File: src/rtl/bfc_pkg.sv
package bfc_pkg;

    typedef enum logic [1:0] {
        POL_STALL     = 2'b00,
        POL_PNT       = 2'b01,
        POL_DELAY     = 2'b10,
        POL_STALL_ALT = 2'b11
    } policy_e;

    typedef enum logic [1:0] {
        BK_NONE     = 2'b00,
        BK_EQZ      = 2'b01,
        BK_NEZ      = 2'b10,
        BK_NONE_ALT = 2'b11
    } brkind_e;

    typedef enum logic {
        ST_RUN  = 1'b0,
        ST_SLOT = 1'b1
    } fsm_e;

endpackage

File: src/rtl/bfc_resolve.sv
module bfc_resolve
    import bfc_pkg::*;
#(
    parameter int XLEN  = 32,
    parameter int OFF_W = 16
) (
    input  logic             id_valid,
    input  logic [1:0]       br_kind,
    input  logic [XLEN-1:0]  rs_val,
    input  logic [XLEN-1:0]  br_pc,
    input  logic [OFF_W-1:0] offset,
    output logic             is_branch,
    output logic             cond_true,
    output logic [XLEN-1:0]  target
);
    localparam int SH_W = OFF_W + 2;
    localparam logic [XLEN-1:0] WORD = XLEN'(4);

    logic [XLEN-1:0] disp;
    logic            rs_zero;
    brkind_e         kind;

    // displacement: word offset, sign-extended, scaled to bytes
    generate
        if (SH_W < XLEN) begin : g_ext
            assign disp = {{(XLEN-SH_W){offset[OFF_W-1]}}, offset, 2'b00};
        end else begin : g_trunc
            logic [SH_W-1:0] wide;
            assign wide = {offset, 2'b00};
            assign disp = wide[XLEN-1:0];
        end
    endgenerate

    assign rs_zero = (rs_val == '0);
    assign kind    = brkind_e'(br_kind);

    always_comb begin
        is_branch = 1'b0;
        cond_true = 1'b0;
        unique case (kind)
            BK_EQZ: begin
                is_branch = id_valid;
                cond_true = rs_zero;
            end
            BK_NEZ: begin
                is_branch = id_valid;
                cond_true = !rs_zero;
            end
            BK_NONE, BK_NONE_ALT: begin
                is_branch = 1'b0;
                cond_true = 1'b0;
            end
        endcase
    end

    // dedicated decode-stage target adder
    assign target = br_pc + WORD + disp;

endmodule

File: src/rtl/bfc_fsm.sv
module bfc_fsm
    import bfc_pkg::*;
(
    input  logic       clk,
    input  logic       rst_n,
    input  logic       hold,
    input  logic [1:0] policy,
    input  logic       is_branch,
    input  logic       cond_true,
    output logic       take_target,
    output logic       keep_pc,
    output logic       squash,
    output logic       stall_req,
    output logic       in_slot
);
    fsm_e    state, state_nx;
    policy_e pol;

    assign pol     = policy_e'(policy);
    assign in_slot = (state == ST_SLOT);

    // state register
    always_ff @(posedge clk) begin
        if (!rst_n) state <= ST_RUN;
        else        state <= state_nx;
    end

    // next state and outputs
    always_comb begin
        state_nx    = state;
        take_target = 1'b0;
        keep_pc     = 1'b0;
        squash      = 1'b0;
        stall_req   = 1'b0;
        if (!hold) begin
            unique case (state)
                ST_SLOT: begin
                    // delay-slot instruction leaves decode; any branch in it is ignored
                    state_nx = ST_RUN;
                end
                ST_RUN: begin
                    if (is_branch) begin
                        unique case (pol)
                            POL_STALL, POL_STALL_ALT: begin
                                squash      = 1'b1;
                                stall_req   = 1'b1;
                                take_target = cond_true;
                                keep_pc     = !cond_true;
                            end
                            POL_PNT: begin
                                squash      = cond_true;
                                take_target = cond_true;
                            end
                            POL_DELAY: begin
                                take_target = cond_true;
                                state_nx    = ST_SLOT;
                            end
                        endcase
                    end
                end
            endcase
        end
    end

    assert_stall_squashes_R7: assert property (@(posedge clk) disable iff (!rst_n)
        stall_req |-> squash);

    assert_slot_quiet_R9: assert property (@(posedge clk) disable iff (!rst_n)
        (state == ST_SLOT) |-> (!squash && !take_target && !stall_req));

    assert_hold_quiet_R10: assert property (@(posedge clk) disable iff (!rst_n)
        hold |-> (!squash && !stall_req && !take_target && !keep_pc));

    assert_slot_one_cycle_R8: assert property (@(posedge clk) disable iff (!rst_n)
        ((state == ST_SLOT) && !hold) |=> (state == ST_RUN));

    assert_hold_keeps_state_R10: assert property (@(posedge clk) disable iff (!rst_n)
        hold |=> $stable(state));

endmodule

File: src/rtl/bfc_penalty.sv
module bfc_penalty #(
    parameter int PEN_W = 8
) (
    input  logic             clk,
    input  logic             rst_n,
    input  logic             bump,
    output logic [PEN_W-1:0] count
);
    localparam logic [PEN_W-1:0] MAXV = {PEN_W{1'b1}};
    localparam logic [PEN_W-1:0] ONE  = PEN_W'(1);

    always_ff @(posedge clk) begin
        if (!rst_n)                       count <= '0;
        else if (bump && (count != MAXV)) count <= count + ONE;
    end

    assert_pen_saturates_R11: assert property (@(posedge clk) disable iff (!rst_n)
        (count == MAXV) |=> (count == MAXV));

    assert_pen_step_R5: assert property (@(posedge clk) disable iff (!rst_n)
        (bump && (count != MAXV)) |=> (count == $past(count) + ONE));

endmodule

File: src/rtl/branch_front_ctl.sv
module branch_front_ctl
    import bfc_pkg::*;
#(
    parameter int              XLEN     = 32,
    parameter int              OFF_W    = 16,
    parameter int              PEN_W    = 8,
    parameter logic [XLEN-1:0] RESET_PC = '0
) (
    input  logic             clk,
    input  logic             rst_n,
    input  logic [1:0]       policy_sel,
    input  logic             hold_in,
    input  logic             id_valid,
    input  logic [1:0]       id_br_kind,
    input  logic [XLEN-1:0]  id_rs_val,
    input  logic [OFF_W-1:0] id_offset,
    input  logic [XLEN-1:0]  id_pc,
    output logic [XLEN-1:0]  fetch_pc,
    output logic             squash_if,
    output logic             stall_req,
    output logic [PEN_W-1:0] penalty_cnt
);
    localparam logic [XLEN-1:0] WORD = XLEN'(4);

    logic            is_branch, cond_true, take_target, keep_pc, in_slot;
    logic [XLEN-1:0] target, pc_nx;

    bfc_resolve #(.XLEN(XLEN), .OFF_W(OFF_W)) u_resolve (
        .id_valid (id_valid),
        .br_kind  (id_br_kind),
        .rs_val   (id_rs_val),
        .br_pc    (id_pc),
        .offset   (id_offset),
        .is_branch(is_branch),
        .cond_true(cond_true),
        .target   (target)
    );

    bfc_fsm u_fsm (
        .clk        (clk),
        .rst_n      (rst_n),
        .hold       (hold_in),
        .policy     (policy_sel),
        .is_branch  (is_branch),
        .cond_true  (cond_true),
        .take_target(take_target),
        .keep_pc    (keep_pc),
        .squash     (squash_if),
        .stall_req  (stall_req),
        .in_slot    (in_slot)
    );

    bfc_penalty #(.PEN_W(PEN_W)) u_penalty (
        .clk  (clk),
        .rst_n(rst_n),
        .bump (squash_if),
        .count(penalty_cnt)
    );

    always_comb begin
        if (hold_in)          pc_nx = fetch_pc;
        else if (take_target) pc_nx = target;
        else if (keep_pc)     pc_nx = fetch_pc;
        else                  pc_nx = fetch_pc + WORD;
    end

    always_ff @(posedge clk) begin
        if (!rst_n) fetch_pc <= RESET_PC;
        else        fetch_pc <= pc_nx;
    end

    assert_hold_freezes_pc_R10: assert property (@(posedge clk) disable iff (!rst_n)
        hold_in |=> $stable(fetch_pc));

    assert_hold_freezes_pen_R10: assert property (@(posedge clk) disable iff (!rst_n)
        hold_in |=> $stable(penalty_cnt));

    assert_no_squash_no_cost_R6: assert property (@(posedge clk) disable iff (!rst_n)
        !squash_if |=> $stable(penalty_cnt));

    assert_slot_sequential_R9: assert property (@(posedge clk) disable iff (!rst_n)
        (in_slot && !hold_in) |=> (fetch_pc == $past(fetch_pc) + WORD));

endmodule

File: config.mk
export PLATFORM = sky130hd
export DESIGN_NAME = branch_front_ctl
export DESIGN_NICKNAME = d
export VERILOG_FILES = /design/src/rtl/bfc_pkg.sv /design/src/rtl/bfc_resolve.sv /design/src/rtl/bfc_fsm.sv /design/src/rtl/bfc_penalty.sv /design/src/rtl/branch_front_ctl.sv
export SDC_FILE = /design/constraint.sdc
export NUM_CORES = 1
export LEC_CHECK = 0
export BUFFER_PORTS_ARGS = -buffer_cell sky130_fd_sc_hd__buf_2
export CAP_MARGIN = 10
export CORE_AREA = 2 2 96 98
export CTS_CLUSTER_DIAMETER = 150
export DETAILED_ROUTE_END_ITERATION = 7
export DIE_AREA = 0 0 98 100
export PLACE_DENSITY = 0.87
export SETUP_SLACK_MARGIN = 0.05
export SYNTH_ARGS = -nofsm -noshare
export SYNTH_HDL_FRONTEND = slang
export SYNTH_SLANG_ARGS = --single-unit
File: constraint.sdc
create_clock -name clk -period 5.2 [get_ports clk]
set_input_delay 0.52 -clock clk [delete_from_list [all_inputs] [get_ports clk]]
set_output_delay 0.52 -clock clk [all_outputs]
set_load 0.01 [all_outputs]
== Word level (Yosys, flattened, before mapping) ==
Index checks and enable logic that the tools add are counted.
W data, S select, Z words.

* Flip-flop bits (word level): 41
* Input port bits: 88

* Reduce and logical (&&, ||, !) cells: 11
* Add/subtract/negate cells: 4
* Equality and inequality tests: 8
* Bitwise gates (word level): 2
* Multiplexer cells: 23

{| class="wikitable"
|+ Operators by type and width
! operator !! count
|-
| $add A32 B3 Y32 const B || 2
|-
| $mux W32 || 2
|-
| $add A32 B32 Y32 || 1
|-
| $logic_not A32 Y1 || 1
|-
| $mux W1 || 17
|-
| $add A8 B1 Y8 const B || 1
|-
| $eq A2 B2 Y1 const B || 4
|-
| $ne A8 B8 Y1 const B || 1
|-
| $pmux W1 S2 || 3
|-
| $reduce_or A2 Y1 || 3
|-
| $eq A2 B1 Y1 const B || 2
|-
| $logic_not A2 Y1 || 2
|-
| $reduce_or A4 Y1 || 1
|-
| $pmux W1 S3 || 1
|-
| $logic_not A1 Y1 || 2
|-
| $ne A2 B2 Y1 const B || 1
|-
| $not A1 Y1 || 2
|-
| $reduce_and A2 Y1 || 1
|-
| $logic_and A1 B1 Y1 || 1
|}

== Longest topological paths before layout ==
* Depth in word-level cells: 10
* Gate-level depth with buffers: 14
* Depth with buffers taken out: 14

== Hierarchy ==
A second synthesis with hierarchy kept.

* Cell total of the unflattened synthesis: 622
* Area total of the unflattened synthesis: 4,729.5 µm²

{| class="wikitable"
|+ By module, submodules not included
! module !! times used !! cells each !! area an instance (µm²) !! sequential area each (µm²)
|-
| bfc_resolve || 1 || 284 || 2,108.3 || 0.0
|-
| branch_front_ctl || 1 || 275 || 2,070.7 || 640.6
|-
| bfc_penalty || 1 || 47 || 404.1 || 160.2
|-
| bfc_fsm || 1 || 16 || 146.4 || 20.0
|}

== Worst setup path after synthesis ==
Ideal clock, no wire load.

* Kind: input-to-reg
* From: input id_offset[1]
* To: register fetch_pc[29]
* Stages on the path: 12
* Data arrival time: 3.287 ns
* Setup time: 0.103 ns
* Path buffers: 0
* Path slack: 1.810 ns
* Cells stage by stage: ha_1 > ha_1 > fa_1 > a211oi_1 > o21ai_1 > a22oi_2 > o22ai_1 > o41a_1 > nand2_1 > nor2_1 > mux2_4 > a2111oi_2

* Cells in the longest elaborated chain, start to end: 2

{| class="wikitable"
|+ RTL lines
! element !! line !! text
|-
| start, declared || branch_front_ctl.sv:16 || <nowiki>input logic [OFF_W-1:0] id_offset,</nowiki>
|-
| $add A32 B32 Y32 || bfc_resolve.sv:57 || <nowiki>assign target = br_pc + WORD + disp;</nowiki>
|-
| $mux W32 || branch_front_ctl.sv:62 || <nowiki>else if (take_target) pc_nx = target;</nowiki>
|-
| end signal, assigned || branch_front_ctl.sv:69 || <nowiki>else fetch_pc <= pc_nx;</nowiki>
|-
| end, declared || branch_front_ctl.sv:18 || <nowiki>output logic [XLEN-1:0] fetch_pc,</nowiki>
|}

Every way passes these cells.
A chain may end at the register's enable or synchronous reset.

== Worst setup path after layout ==
* From: input id_rs_val[1]
* To: output squash_if

* Cells in the longest elaborated chain, start to end: 7

{| class="wikitable"
|+ RTL lines
! element !! line !! text
|-
| start, declared || branch_front_ctl.sv:15 || <nowiki>input logic [XLEN-1:0] id_rs_val,</nowiki>
|-
| $logic_not A32 Y1 * || bfc_resolve.sv:34 || <nowiki>assign rs_zero = (rs_val == '0);</nowiki>
|-
| $logic_not A1 Y1 || bfc_resolve.sv:47 || <nowiki>cond_true = !rs_zero;</nowiki>
|-
| $pmux W1 S3 * || bfc_resolve.sv:40 || <nowiki>unique case (kind)</nowiki>
|-
| $pmux W1 S2 * || bfc_fsm.sv:43 || <nowiki>unique case (pol)</nowiki>
|-
| $mux W1 * || bfc_fsm.sv:42 || <nowiki>if (is_branch) begin</nowiki>
|-
| $mux W1 * || bfc_fsm.sv:36 || <nowiki>unique case (state)</nowiki>
|-
| $mux W1 * || bfc_fsm.sv:35 || <nowiki>if (!hold) begin</nowiki>
|-
| end, declared || branch_front_ctl.sv:19 || <nowiki>output logic squash_if,</nowiki>
|}

Mark *: on every way between the ends. The rest lies on a longest branch, timed or not.

==> impl_metrics.py <==
metrics = {
    "synthesis": {
        "syn_area_mm2": 0.004270,
        "yosysWarningCount": 0,
        "synth.most_common_cell": "a21oi_1",
        "synth_area_leaders": "dfxtp_1 (19%), ha_1 (19%), a21oi_1 (7.6%)",
        "synth_cell_type_count": 60,
        "syn_inst": 580,
        "avgSynthCellArea_um2": 7.363,
        "async_reset_ff_share_pct": 0,
        "ys_seq_area_share_pct": 19.22,
        "synth-seq-cells": 41,
        "synth_top_area_share_pct": 19.22,
        "yosys.area.top_type": "dfxtp_1",
        "synth.top_cells.by_count": "a21oi_1 (65), ha_1 (64), nand2_1 (62), nor2_1 (55), o21ai_0 (47)",
        "synth_edf_count": 0,
        "syn-num-nets": 733,
        "synth_flop_cell": "dfxtp_1",
    },
    "timing": {
        "max_slew_margin_pct": 32.56,
        "worstMarginPinSlew_ns": 1.012,
        "fin_ws_ns": 1.580,
        "slew_viol_final": 0,
        "fin_tns_setup_ns": 0,
        "hold_viol": 0,
        "fin_crit_sh_pct": 69.62,
        "fin_crit_ns": 3.620,
        "max_clock_freq_ghz": 0.2762,
        "clock_skew_ns": 0.007489,
        "setup_viol": 0,
        "rsz0062_at_grt": "false",
    },
    "critical_path": {
        "start_kind": "primary input",
        "required_ns": 4.68,
        "worstSetupPathType": "in -> out",
        "worst-path-max-fanout": 26,
        "critPathCaptureType": "primary output",
        "cp.arrival_ns": 3.10,
    },
    "floorplanning": {
        "die_area_mm2": 0.009800,
        "fp.coreArea_mm2": 0.008890,
        "die_x_um": 98,
        "ioPinCount": 130,
        "rows": 35,
        "die_h_um": 100,
        "start_util_pct": 48.04,
    },
    "clocking": {
        "cts-root-buf": "clkbuf_8",
        "numClockSinks": 41,
        "cts_resized": 0,
        "clock_path_buffers": 2,
        "cts_tree": "done",
        "h-tree-depth": 2,
        "cts.hold.buffers_added": 0,
        "worstSkewPairLatency_ns": 0.30,
        "postCtsSetupRepairBufs": 0,
        "cts_buffers": 5,
        "clk_pin_slew_ns": 0.09,
    },
    "place": {
        "place_ws_ns": 1.386,
        "place_congestion": 0.8658,
        "numPortBuffers": 129,
        "place_hpwl_mm": 9.499,
        "placed_area_mm2": 0.005025,
        "place_inst": 801,
    },
    "global_route": {
        "grt_pass1_vias": 4577,
        "antenna_found_initial": 0,
        "grt_max_degree": 29,
        "grt_usage_pct": 24.21,
        "grt_overflow": 0,
        "grt_pass1_wl_mm": 20.32,
    },
    "min_path": {
        "min_path_type": "in -> reg",
    },
    "route": {
        "drc_errors": 0,
        "via_per_inst": 6.091,
        "antenna_left": 0,
        "finalWirelength_mm": 12.25,
        "dr.pass1.iters": 5,
        "drt-initial-drc-count": 274,
        "routedWlPerCell_um": 15.14,
        "vias": 4928,
    },
    "final_layout": {
        "final_area_mm2": 0.005145,
        "final_util_pct": 57.87,
        "n_antenna_cell": 0,
        "drive_gt1_share_pct": 21.78,
        "nNetsFinal": 850,
        "finalNonFillerCells": 809,
        "areaGrowthSynthToFinish_pct": 20.48,
        "fillers": 855,
    },
    "job": {
        "max_cap_viol_count": 0,
    },
    "run_status": {
        "status": "finished, final reports clean",
    },
    "power": {
        "power-per-cell-area_mw_per_mm2": 188.2,
        "leakagePower_nw": 2.344,
        "ir_worst_vdd_mv": 0.1386,
    },
}
cell usage in the layout (no fill, tap or decap), types with 7 or more instances in the layout:
cell      netlist  routed
nand2_1        62      62
nand4_1        12      12
o21ai_0        47      47
nor3_1         15      15
a21oi_1        65      65
xnor2_1        16      16
dfxtp_1        41      41
nand3_1        26      26
nor2_1         55      55
buf_2           3     129
xor2_1          8       8
inv_1          17      17
ha_1           64      64
a211oi_1        7       7
nor4_1         18      18
a21o_1         13      13
and3_1         11      11
cell families after synthesis:
kind of cell	count (synthesis)	share of synthesized area (%)
compound gates	186	27.19
xor+xnor	24	4.922
fa+ha+maj	65	19.22
buf+inv	40	3.633
flops	41	19.22
mux	6	1.553
simple gates	218	24.26
registers in the layout (all words and copies together) (netlist names):
signal           cells
u_fsm.in_slot        1
u_penalty.count      8
fetch_pc            32
path summary, 6_finish.rpt:
path                                            startpoint                              end  slack, ns  depth (start not counted)
worst min register to register    fetch_pc[1]$_SDFFE_PN0P_         fetch_pc[1]$_SDFFE_PN0P_       0.46                          2
worst max-delay path                          id_rs_val[1]                        squash_if       1.58                          9
worst min-delay path                              id_pc[1]         fetch_pc[1]$_SDFFE_PN0P_       0.45                          3
worst max register to register  u_fsm.in_slot$_SDFFE_PN0N_  u_penalty.count[5]$_SDFFE_PN0P_       2.11                          8
cell type report:
cell class / instances / area [um2] / share of cell area [%]
Clock buffer: 6 / 82.58 / 1.605
Clock inverter: 2 / 37.54 / 0.7296
Inverter: 18 / 67.56 / 1.313
Multi-Input combinational cell: 499 / 3329 / 64.71
Sequential cell: 41 / 820.8 / 15.95
Tap cell: 111 / 138.9 / 2.699
Timing Repair Buffer: 132 / 668.1 / 12.99
per-layer routing:
| metal | global-route usage [%] | share of wire (%) |
|---|---|---|
| met5 | 0 | 0 |
| met4 | 7.372 | 1.9 |
| met3 | 4.248 | 8.9 |
| met2 | 42.26 | 48 |
| met1 | 30.57 | 42 |
where the power goes:
group / internal [W] / total [W] / switching (W)
sequential: 0.000319 / 0.000325 / 0.00000671
clock: 0.000156 / 0.000278 / 0.000122
combinational: 0.000158 / 0.000365 / 0.000207
per-stage QoR:
stage | power (W) | hold slack (ns)
2_1_floorplan | 0.0005867 | 0.4805
3_3_place_gp | 0.0006797 | 0.4413
3_5_place_dp | 0.0006909 | 0.4513
4_1_cts | 0.0009652 | 0.4529
6_report | 0.0009682 | 0.4544
5_1_grt | 0.001027 | 0.4564
critical path, stage by stage:
cell	delay, ns
buf_2	0.09
nor4_1	0.30
nand4_1	0.15
nor2_1	0.54
mux2i_4	0.83
nand2_1	0.19
a21o_1	0.28
inv_1	0.06
buf_2	0.12
No activity file was read; power rests on OpenSTA's default activity.
